$ cat config.mk
export PLATFORM = sky130hd
export DESIGN_NAME = arp_resolver
export DESIGN_NICKNAME = d
export VERILOG_FILES = /design/src/rtl/arp_pkg.sv /design/src/rtl/arp_rx_parse.sv /design/src/rtl/arp_lookup.sv /design/src/rtl/arp_tx_build.sv /design/src/rtl/arp_resolver.sv
export SDC_FILE = /design/constraint.sdc
export NUM_CORES = 1
export LEC_CHECK = 0
export BUFFER_PORTS_ARGS = -buffer_cell sky130_fd_sc_hd__buf_2
export CAP_MARGIN = 20
export CORE_MARGIN = 2
export CORE_UTILIZATION = 46
export DETAILED_ROUTE_END_ITERATION = 6
export GPL_ROUTABILITY_DRIVEN = 0
export GPL_TIMING_DRIVEN = 0
export PLACE_DENSITY = 0.76
export RECOVER_POWER = 50
export SYNTH_ARGS = -nofsm -noshare
export SYNTH_HDL_FRONTEND = slang
export SYNTH_SLANG_ARGS = --single-unit
export TNS_END_PERCENT = 100
$ cat constraint.sdc
create_clock -name clk -period 8.4 [get_ports clk]
set_input_delay 1.68 -clock clk [delete_from_list [all_inputs] [get_ports clk]]
set_output_delay 1.68 -clock clk [all_outputs]
set_load 0.005 [all_outputs]
$ cat src/rtl/arp_pkg.sv
package arp_pkg;

    localparam int FRAME_BYTES = 42;
    localparam int FRAME_BITS  = FRAME_BYTES * 8;

    typedef enum logic [1:0] {TX_IDLE, TX_WAIT_GNT, TX_SEND} tx_state_e;
    typedef enum logic       {LK_IDLE, LK_PENDING}          lk_state_e;

    // Expected value of the fixed header bytes; bit 8 set when the byte is checked.
    function automatic logic [8:0] fixed_hdr_byte(input logic [5:0] pos);
        case (pos)
            6'd12:   return 9'h108;
            6'd13:   return 9'h106;
            6'd14:   return 9'h100;
            6'd15:   return 9'h101;
            6'd16:   return 9'h108;
            6'd17:   return 9'h100;
            6'd18:   return 9'h106;
            6'd19:   return 9'h104;
            6'd20:   return 9'h100;
            default: return 9'h000;
        endcase
    endfunction

endpackage

$ cat src/rtl/arp_rx_parse.sv
module arp_rx_parse
    import arp_pkg::*;
(
    input  logic        clk,
    input  logic        rst_n,
    input  logic [7:0]  rx_data,
    input  logic        rx_valid,
    input  logic        rx_last,
    output logic        pkt_ok,
    output logic        pkt_is_req,
    output logic [47:0] pkt_sha,
    output logic [31:0] pkt_spa,
    output logic [31:0] pkt_tpa,
    output logic [7:0]  pkt_count
);

    typedef struct packed {
        logic [5:0]  pos;
        logic        bad;
        logic [7:0]  op;
        logic [47:0] sha;
        logic [31:0] spa;
        logic [31:0] tpa;
        logic        ok;
        logic [7:0]  cnt;
    } rx_st_t;

    rx_st_t st_q, st_d;

    always_comb begin
        logic [8:0] fx;
        logic       bad_now;
        st_d    = st_q;
        st_d.ok = 1'b0;
        fx      = fixed_hdr_byte(st_q.pos);
        bad_now = st_q.bad;
        if (rx_valid) begin
            if (fx[8] && rx_data != fx[7:0]) bad_now = 1'b1;
            if (st_q.pos == 6'd21) begin
                st_d.op = rx_data;
                if (rx_data != 8'h01 && rx_data != 8'h02) bad_now = 1'b1;
            end
            if (st_q.pos >= 6'd22 && st_q.pos <= 6'd27) st_d.sha = {st_q.sha[39:0], rx_data};
            if (st_q.pos >= 6'd28 && st_q.pos <= 6'd31) st_d.spa = {st_q.spa[23:0], rx_data};
            if (st_q.pos >= 6'd38 && st_q.pos <= 6'd41) st_d.tpa = {st_q.tpa[23:0], rx_data};
            st_d.bad = bad_now;
            if (st_q.pos != 6'd63) st_d.pos = st_q.pos + 6'd1;
            if (rx_last) begin
                st_d.pos = '0;
                st_d.bad = 1'b0;
                if (!bad_now && st_q.pos >= 6'd41) begin
                    st_d.ok  = 1'b1;
                    st_d.cnt = st_q.cnt + 8'd1;
                end
            end
        end
    end

    always_ff @(posedge clk) begin
        if (!rst_n) st_q <= '0;
        else        st_q <= st_d;
    end

    assign pkt_ok     = st_q.ok;
    assign pkt_is_req = (st_q.op == 8'h01);
    assign pkt_sha    = st_q.sha;
    assign pkt_spa    = st_q.spa;
    assign pkt_tpa    = st_q.tpa;
    assign pkt_count  = st_q.cnt;

endmodule

$ cat src/rtl/arp_lookup.sv
module arp_lookup
    import arp_pkg::*;
#(
    parameter int RETRIES = 2,
    parameter int TMR_W   = 16
) (
    input  logic             clk,
    input  logic             rst_n,
    input  logic             lk_req,
    input  logic [31:0]      lk_ip,
    input  logic [TMR_W-1:0] timeout_cycles,
    input  logic             pkt_ok,
    input  logic [47:0]      pkt_sha,
    input  logic [31:0]      pkt_spa,
    output logic             lk_done,
    output logic             lk_err,
    output logic [47:0]      lk_mac,
    output logic             send_req,
    output logic [31:0]      target_ip
);

    localparam int TRY_W = $clog2(RETRIES + 1) + 1;

    typedef struct packed {
        lk_state_e        state;
        logic [31:0]      pend_ip;
        logic             c_vld;
        logic [31:0]      c_ip;
        logic [47:0]      c_mac;
        logic [TMR_W-1:0] timer;
        logic [TRY_W-1:0] tries;
        logic             done;
        logic             err;
        logic             send;
    } lk_st_t;

    lk_st_t st_q, st_d;

    always_comb begin
        logic [TMR_W:0] t_next;
        st_d      = st_q;
        st_d.done = 1'b0;
        st_d.err  = 1'b0;
        st_d.send = 1'b0;
        t_next    = {1'b0, st_q.timer} + 1'b1;
        case (st_q.state)
            LK_IDLE: begin
                if (lk_req) begin
                    if (st_q.c_vld && st_q.c_ip == lk_ip) begin
                        st_d.done = 1'b1;
                    end else begin
                        st_d.pend_ip = lk_ip;
                        st_d.state   = LK_PENDING;
                        st_d.timer   = '0;
                        st_d.tries   = '0;
                        st_d.send    = 1'b1;
                    end
                end
            end
            default: begin
                if (pkt_ok && pkt_spa == st_q.pend_ip) begin
                    st_d.c_vld = 1'b1;
                    st_d.c_ip  = st_q.pend_ip;
                    st_d.c_mac = pkt_sha;
                    st_d.done  = 1'b1;
                    st_d.state = LK_IDLE;
                end else if (t_next >= {1'b0, timeout_cycles}) begin
                    st_d.timer = '0;
                    if (st_q.tries == TRY_W'(RETRIES)) begin
                        st_d.err   = 1'b1;
                        st_d.state = LK_IDLE;
                    end else begin
                        st_d.tries = st_q.tries + 1'b1;
                        st_d.send  = 1'b1;
                    end
                end else begin
                    st_d.timer = t_next[TMR_W-1:0];
                end
            end
        endcase
    end

    always_ff @(posedge clk) begin
        if (!rst_n) st_q <= '0;
        else        st_q <= st_d;
    end

    assign lk_done   = st_q.done;
    assign lk_err    = st_q.err;
    assign lk_mac    = st_q.c_mac;
    assign send_req  = st_q.send;
    assign target_ip = st_q.pend_ip;

endmodule

$ cat src/rtl/arp_tx_build.sv
module arp_tx_build
    import arp_pkg::*;
(
    input  logic        clk,
    input  logic        rst_n,
    input  logic [31:0] local_ip,
    input  logic [47:0] local_mac,
    input  logic        send_req,
    input  logic [31:0] target_ip,
    input  logic        pkt_ok,
    input  logic        pkt_is_req,
    input  logic [47:0] pkt_sha,
    input  logic [31:0] pkt_spa,
    input  logic [31:0] pkt_tpa,
    output logic        tx_req,
    input  logic        tx_grant,
    output logic [7:0]  tx_data,
    output logic        tx_valid,
    output logic        tx_last,
    input  logic        tx_ready
);

    typedef struct packed {
        tx_state_e   state;
        logic [5:0]  pos;
        logic        req_pend;
        logic [31:0] req_ip;
        logic        rep_pend;
        logic [47:0] rep_mac;
        logic [31:0] rep_ip;
        logic        cur_rep;
        logic [47:0] cur_mac;
        logic [31:0] cur_ip;
    } tx_st_t;

    tx_st_t st_q, st_d;
    logic [FRAME_BITS-1:0] frame, shifted;

    always_comb begin
        st_d = st_q;
        case (st_q.state)
            TX_IDLE: begin
                if (st_q.rep_pend) begin
                    st_d.rep_pend = 1'b0;
                    st_d.cur_rep  = 1'b1;
                    st_d.cur_mac  = st_q.rep_mac;
                    st_d.cur_ip   = st_q.rep_ip;
                    st_d.state    = TX_WAIT_GNT;
                end else if (st_q.req_pend) begin
                    st_d.req_pend = 1'b0;
                    st_d.cur_rep  = 1'b0;
                    st_d.cur_mac  = '0;
                    st_d.cur_ip   = st_q.req_ip;
                    st_d.state    = TX_WAIT_GNT;
                end
            end
            TX_WAIT_GNT: begin
                if (tx_grant) begin
                    st_d.state = TX_SEND;
                    st_d.pos   = '0;
                end
            end
            default: begin
                if (tx_ready) begin
                    if (st_q.pos == 6'(FRAME_BYTES - 1)) st_d.state = TX_IDLE;
                    else                                 st_d.pos   = st_q.pos + 6'd1;
                end
            end
        endcase
        if (send_req) begin
            st_d.req_pend = 1'b1;
            st_d.req_ip   = target_ip;
        end
        if (pkt_ok && pkt_is_req && pkt_tpa == local_ip) begin
            st_d.rep_pend = 1'b1;
            st_d.rep_mac  = pkt_sha;
            st_d.rep_ip   = pkt_spa;
        end
    end

    always_ff @(posedge clk) begin
        if (!rst_n) st_q <= '0;
        else        st_q <= st_d;
    end

    always_comb begin
        frame = {st_q.cur_rep ? st_q.cur_mac : 48'hFFFF_FFFF_FFFF,
                 local_mac, 16'h0806, 16'h0001, 16'h0800, 8'h06, 8'h04,
                 st_q.cur_rep ? 16'h0002 : 16'h0001,
                 local_mac, local_ip, st_q.cur_mac, st_q.cur_ip};
        shifted = frame << {st_q.pos, 3'b000};
    end

    assign tx_data  = shifted[FRAME_BITS-1 -: 8];
    assign tx_req   = (st_q.state != TX_IDLE);
    assign tx_valid = (st_q.state == TX_SEND);
    assign tx_last  = (st_q.state == TX_SEND) && (st_q.pos == 6'(FRAME_BYTES - 1));

endmodule

$ cat src/rtl/arp_resolver.sv
module arp_resolver #(
    parameter int RETRIES = 2,
    parameter int TMR_W   = 16
) (
    input  logic             clk,
    input  logic             rst_n,
    input  logic [31:0]      local_ip,
    input  logic [47:0]      local_mac,
    input  logic [TMR_W-1:0] timeout_cycles,
    input  logic             lk_req,
    input  logic [31:0]      lk_ip,
    output logic             lk_done,
    output logic             lk_err,
    output logic [47:0]      lk_mac,
    input  logic [7:0]       rx_data,
    input  logic             rx_valid,
    input  logic             rx_last,
    output logic             tx_req,
    input  logic             tx_grant,
    output logic [7:0]       tx_data,
    output logic             tx_valid,
    output logic             tx_last,
    input  logic             tx_ready,
    output logic [7:0]       arp_rx_count
);

    logic        pkt_ok, pkt_is_req;
    logic [47:0] pkt_sha;
    logic [31:0] pkt_spa, pkt_tpa;
    logic        send_req;
    logic [31:0] target_ip;

    arp_rx_parse u_parse (
        .clk        (clk),
        .rst_n      (rst_n),
        .rx_data    (rx_data),
        .rx_valid   (rx_valid),
        .rx_last    (rx_last),
        .pkt_ok     (pkt_ok),
        .pkt_is_req (pkt_is_req),
        .pkt_sha    (pkt_sha),
        .pkt_spa    (pkt_spa),
        .pkt_tpa    (pkt_tpa),
        .pkt_count  (arp_rx_count)
    );

    arp_lookup #(.RETRIES(RETRIES), .TMR_W(TMR_W)) u_lookup (
        .clk            (clk),
        .rst_n          (rst_n),
        .lk_req         (lk_req),
        .lk_ip          (lk_ip),
        .timeout_cycles (timeout_cycles),
        .pkt_ok         (pkt_ok),
        .pkt_sha        (pkt_sha),
        .pkt_spa        (pkt_spa),
        .lk_done        (lk_done),
        .lk_err         (lk_err),
        .lk_mac         (lk_mac),
        .send_req       (send_req),
        .target_ip      (target_ip)
    );

    arp_tx_build u_build (
        .clk        (clk),
        .rst_n      (rst_n),
        .local_ip   (local_ip),
        .local_mac  (local_mac),
        .send_req   (send_req),
        .target_ip  (target_ip),
        .pkt_ok     (pkt_ok),
        .pkt_is_req (pkt_is_req),
        .pkt_sha    (pkt_sha),
        .pkt_spa    (pkt_spa),
        .pkt_tpa    (pkt_tpa),
        .tx_req     (tx_req),
        .tx_grant   (tx_grant),
        .tx_data    (tx_data),
        .tx_valid   (tx_valid),
        .tx_last    (tx_last),
        .tx_ready   (tx_ready)
    );

endmodule

-- After elaboration in Yosys (flattened, before gate mapping)
Memory sizes are Yosys's and may differ from the RTL's. A register that Yosys moved wholly into a read port is not among the register bits.
Cells that the tools add are included.
- flip-flop bits (word level): 475
- memory bits (read-only): 160
- output and inout port bits: 69
- memories kept: 1
- logic and storage cells: 155
- equality and inequality tests: 21
- mux-type cells: 48
- shift operators: 1
- add/subtract/negate cells: 5
- magnitude comparators: 8
- bitwise logic cells: 5
- reduce and logical (&&, ||, !) cells: 38
- memory list (name ; depth ; bits a word ; rd ports ; clocked after Yosys merged registers in ; wr ports ; line ; source):
    (name not given) ; 32 ; 5 ; 1 ; 1 ; 0 ; arp_pkg.sv:11 ; case (pos)
- operators by type and width (operator ; count):
    << shifter 336 x 9 -> 336 bit ; 1
    two-way mux 81 bit ; 3
    two-way mux 33 bit ; 3
    equality test 32 bit ; 3
    two-way mux 48 bit ; 1
    two-way mux 20 bit ; 2
    two-way mux 19 bit ; 2
    two-way mux 1 bit ; 19
    two-way mux 9 bit ; 2
    adder 16 x 1 -> 17 bit, second input constant ; 1
    greater-or-equal comparator 17 x 16 -> 1 bit ; 1
    two-way mux 16 bit ; 1
    two-way mux 8 bit ; 2
    AND reduction 2 bit ; 8
    nonzero test 2 bit ; 7
    adder 6 x 1 -> 6 bit, second input constant ; 2
    greater-or-equal comparator 6 x 5 -> 1 bit, second input constant ; 2
    greater-or-equal comparator 6 bit, second input constant ; 2
    less-or-equal comparator 6 x 5 -> 1 bit, second input constant ; 2
    two-way mux 6 bit ; 2
    inequality test 2 bit, second input constant ; 6
    one-hot mux 6 bit (2 select lines) ; 1
    AND reduction 3 bit ; 4
    logical AND 1 bit ; 11
    other kinds (27) ; 38

-- Logic depth before layout (Yosys ltp)
- depth in word-level cells: 10
- gate-level depth with buffers: 15
- gate-level depth less buffers: 13

-- Modules after synthesis
A second synthesis with hierarchy kept.
- cells, all modules: 2515
- area total of the unflattened synthesis: 23735.3 um2
- modules (own cells, without submodules) (module ; times used ; cells each ; area each (um2)):
    arp_tx_build ; 1 ; 1049 ; 10181.0
    arp_lookup ; 1 ; 726 ; 6940.4
    arp_rx_parse ; 1 ; 740 ; 6613.8

-- Worst setup path after synthesis
OpenSTA, ideal clock, no wires.
- path type: in2out
- start: in local_ip[0]
- end: out tx_data[0]
- buffers on the path: 0
- arrival: 2.636 ns
- setup slack: 4.084 ns
- cell stages on the path: 6
- cell sequence: mux4_2 mux2i_1 nand2_1 o21ai_0 a211oi_1 a21o_1
- word-level cells in the longest chain between the ends: 1
- ends and longest elaborated chain (element ; line ; source):
    start: declaration ; arp_resolver.sv:7 ; input logic [31:0] local_ip,
    << shifter 336 x 9 -> 336 bit ; arp_tx_build.sv:91 ; shifted = frame << {st_q.pos, 3'b000};
    end: declaration ; arp_resolver.sv:20 ; output logic [7:0] tx_data,
No other way between the ends.

-- Worst setup path after layout
- start: reg u_build.st_q[196] in the netlist's numbering
- end: out tx_data[7]
- word-level cells in the longest chain between the ends: 1
- ends and longest elaborated chain (element ; line ; source):
    start: declaration ; arp_tx_build.sv:36 ; tx_st_t st_q, st_d;
    start signal: assignment ; arp_tx_build.sv:83 ; else st_q <= st_d;
    << shifter 336 x 9 -> 336 bit ; arp_tx_build.sv:91 ;
No other way between the ends.

==> impl_metrics.tcl <==
set metrics [dict create \
    fin_total_pwr_mw 4.69 \
    drtIter0Drc 1991 \
    power.density_nw_per_um2 191 \
    cp_num_buf_inv 4 \
    num_rows 78 \
    grt_overflow 0 \
    grt_pass1_wl_um 99300 \
    max_freq_mhz 180 \
    clock_latency_ps 570 \
    cts_setup_buffers 0 \
    cts_tree "built" \
    path_max_fanout 10 \
    outcome "finished, final reports clean" \
    path_cells "clkbuf_1 > clkbuf_1 > clkbuf_1 > nand2_1 > o21ai_0 > a21oi_1 > o22ai_1 > buf_2" \
    max-slew-margin-rel_pct 31.8 \
    area_growth_pct 15.2 \
    end_kind "output pin" \
    cts_resized 0 \
    die_area_um2 48000 \
    hold_slack_ps 448 \
    syn_area_per_cell_um2 8.84 \
    numCtsBuffers 47 \
    vias 18639 \
    clock_skew_ps 24.1 \
    grt_pass1_vias 18142 \
    drive_above_1_share_pct 14.2 \
    synth_sequential_area_ratio_pct 45.1 \
    layout_common_cells "dfxtp_1, nand2_1, nor2_1, mux2i_1, a21oi_1" \
    initial_utilization_pct 46.7 \
    syn-num-nets 2579 \
    finalCritPeriodShare_pct 66.1 \
    core_um2 45600 \
    grt_max_degree 14 \
    globalRouteTotalUtil_pct 26.4 \
    p_leak_nw 10.0 \
    worstMarginPinSlew_ps 1020 \
    antenna_left 0 \
    syn_inst 2408 \
    layout_setup_ws_ps 2850 \
    ys_ff_latch 480 \
    hold_class "register to register" \
    yosys_warnings 0 \
    path_delay_family "buffers and inverters" \
    crit_required_ps 6720 \
    fin_setup_tns_ps 0 \
    cts_max_level 2 \
    clk_pin_slew_ps 60 \
    antenna_found_initial 3 \
    wl_per_cell_um 19.6 \
    dieWidth_um 219 \
    hold_buffers 0 \
    hold_viol_final 0 \
    synth-edff-count 0 \
    final_common_cell "dfxtp_1" \
    netlist_area_um2 21300 \
    drv_slew 0 \
    drv_cap 0 \
    vdd_ir_drop_max_mv 0.133 \
    cp_slowest_stage_delay_ps 650 \
    io_buffers 209 \
    clk_path_buf_depth 3 \
    synth_cell_types 61 \
    setup_viol_count_final 0 \
    cpMaxStageDelayCell "clkbuf_1" \
    drc 0 \
    clock_sinks 480 \
    start_kind "register" \
    arrival_ps 3870 \
    clockRootBuffer "clkbuf_16" \
    worst-setup-path-type "register to output pin" \
    cp_common_cell "clkbuf_1" \
    nets 2837 \
    wirelength_um 64600 \
    hpwl_um 49100 \
    synthArstFlopShare_pct 0 \
    dp_worst_setup_slack_ps 3570 \
    io-pin-count 212 \
    rsz0062_at_grt "no" \
    fin_crit_ps 5550 \
    die_h_um 219 \
    vias_per_cell 5.64 \
    synth_flop_cell "dfxtp_1" \
    drtPass1Iterations 6 \
]
-- cell families after synthesis --
| logic type | after synthesis | share of synthesized area [%] |
|---|---|---|
| xor gates and xnor gates | 127 | 5.22 |
| DFF | 480 | 45.1 |
| AOI/OAI and AO/OA | 388 | 11.0 |
| and+or+nand+nor | 853 | 16.6 |
| adders and majority gates | 28 | 1.65 |
| muxes | 275 | 14.6 |
| buffers and inverters | 257 | 5.90 |
-- sequential cells by signal, indices dropped and copies added, names as in the netlist, named ones only --
register,cells
u_lookup.target_ip,32
u_lookup.lk_done,1
u_build.frame,80
u_build.st_q,123
u_lookup.lk_mac,48
u_parse.pkt_spa,32
u_lookup.send_req,1
u_parse.pkt_sha,48
u_parse.st_q,15
u_parse.pkt_tpa,32
u_parse.pkt_ok,1
u_lookup.st_q,53
u_parse.pkt_count,8
u_lookup.lk_err,1
-- path summary, 6_finish.rpt --
check / to / slack [ps] / cells after the start / startpoint
min reg2reg: u_lookup.lk_mac[35] / 450 / 2 / u_lookup.lk_mac[35]
max: tx_data[7] / 2850 / 8 / u_build.st_q[196]
max reg2reg: u_lookup.st_q[21] / 4330 / 14 / u_lookup.st_q[6]
min: u_lookup.lk_mac[35] / 450 / 2 / u_lookup.lk_mac[35]
-- final cells by class --
type                       count  area, um^2
antenna                        1        2.50
buffer                       218        1100
clock buffer                  77        1420
clock inverter                 8        87.6
fill                        4059       21000
inverter                      39         146
multi-input combinational   1671       10400
sequential                   480        9610
tap                          600         751
timing repair buffer         209        1020
-- Yosys cell counts (4+ instances only) --
master / count / area share [%]
a211oi_1: 42 / 1.5
a21o_1: 4 / 0.14
a21oi_1: 218 / 5.1
a22oi_1: 49 / 1.7
and2_1: 4 / 0.12
and3_1: 7 / 0.21
buf_1: 14 / 0.25
buf_2: 26 / 0.61
buf_4: 65 / 2.3
clkbuf_1: 111 / 2.0
dfxtp_1: 480 / 45
ha_1: 28 / 1.6
inv_1: 39 / 0.69
mux2_2: 4 / 0.21
mux2i_1: 243 / 11
mux4_2: 28 / 3.0
nand2_1: 387 / 6.8
nand2b_1: 11 / 0.32
nand3_1: 36 / 0.85
nand4_1: 18 / 0.53
nor2_1: 330 / 5.8
nor2b_1: 4 / 0.12
nor3_1: 14 / 0.33
nor4_1: 20 / 0.59
o21ai_0: 30 / 0.70
o22ai_1: 15 / 0.44
xnor2_1: 49 / 2.0
xor2_1: 78 / 3.2
-- per-stage QoR --
step	cells	area (um^2)	utilization, %
floorplan	2408	21300	-
global placement	3217	23100	50.7
detailed placement	3217	23100	50.7
CTS	3302	24600	54.0
global route	3302	24500	53.8
finish	3303	24500	53.8
-- layer usage --
metal	global-route usage [%]	share of wire, %	vias to the layer above
met3	4.91	8.9	203
met5	0	0.059	-
li1	-	-	8646
met1	34.0	41	8888
met2	43.2	45	896
met4	11.4	4.5	6
-- power breakdown --
part           switching [mW]  internal, mW
Sequential             0.0306          2.30
Combinational           0.178         0.102
Clock                   0.890          1.19
Total                    1.10          3.59
-- worst reg2reg max path, delay by kind of cell, from the launching register on --
kind / cells / cell delay, ps
AND/OR/NAND/NOR: 8 / 1700
AO/OA/AOI/OAI: 2 / 730
adder cells (fa/ha/maj): 2 / 600
flip-flops: 1 / 430
buffers and inverters: 1 / 270
XOR/XNOR: 1 / 190
Note: power is estimated with default switching activity, not from simulation.
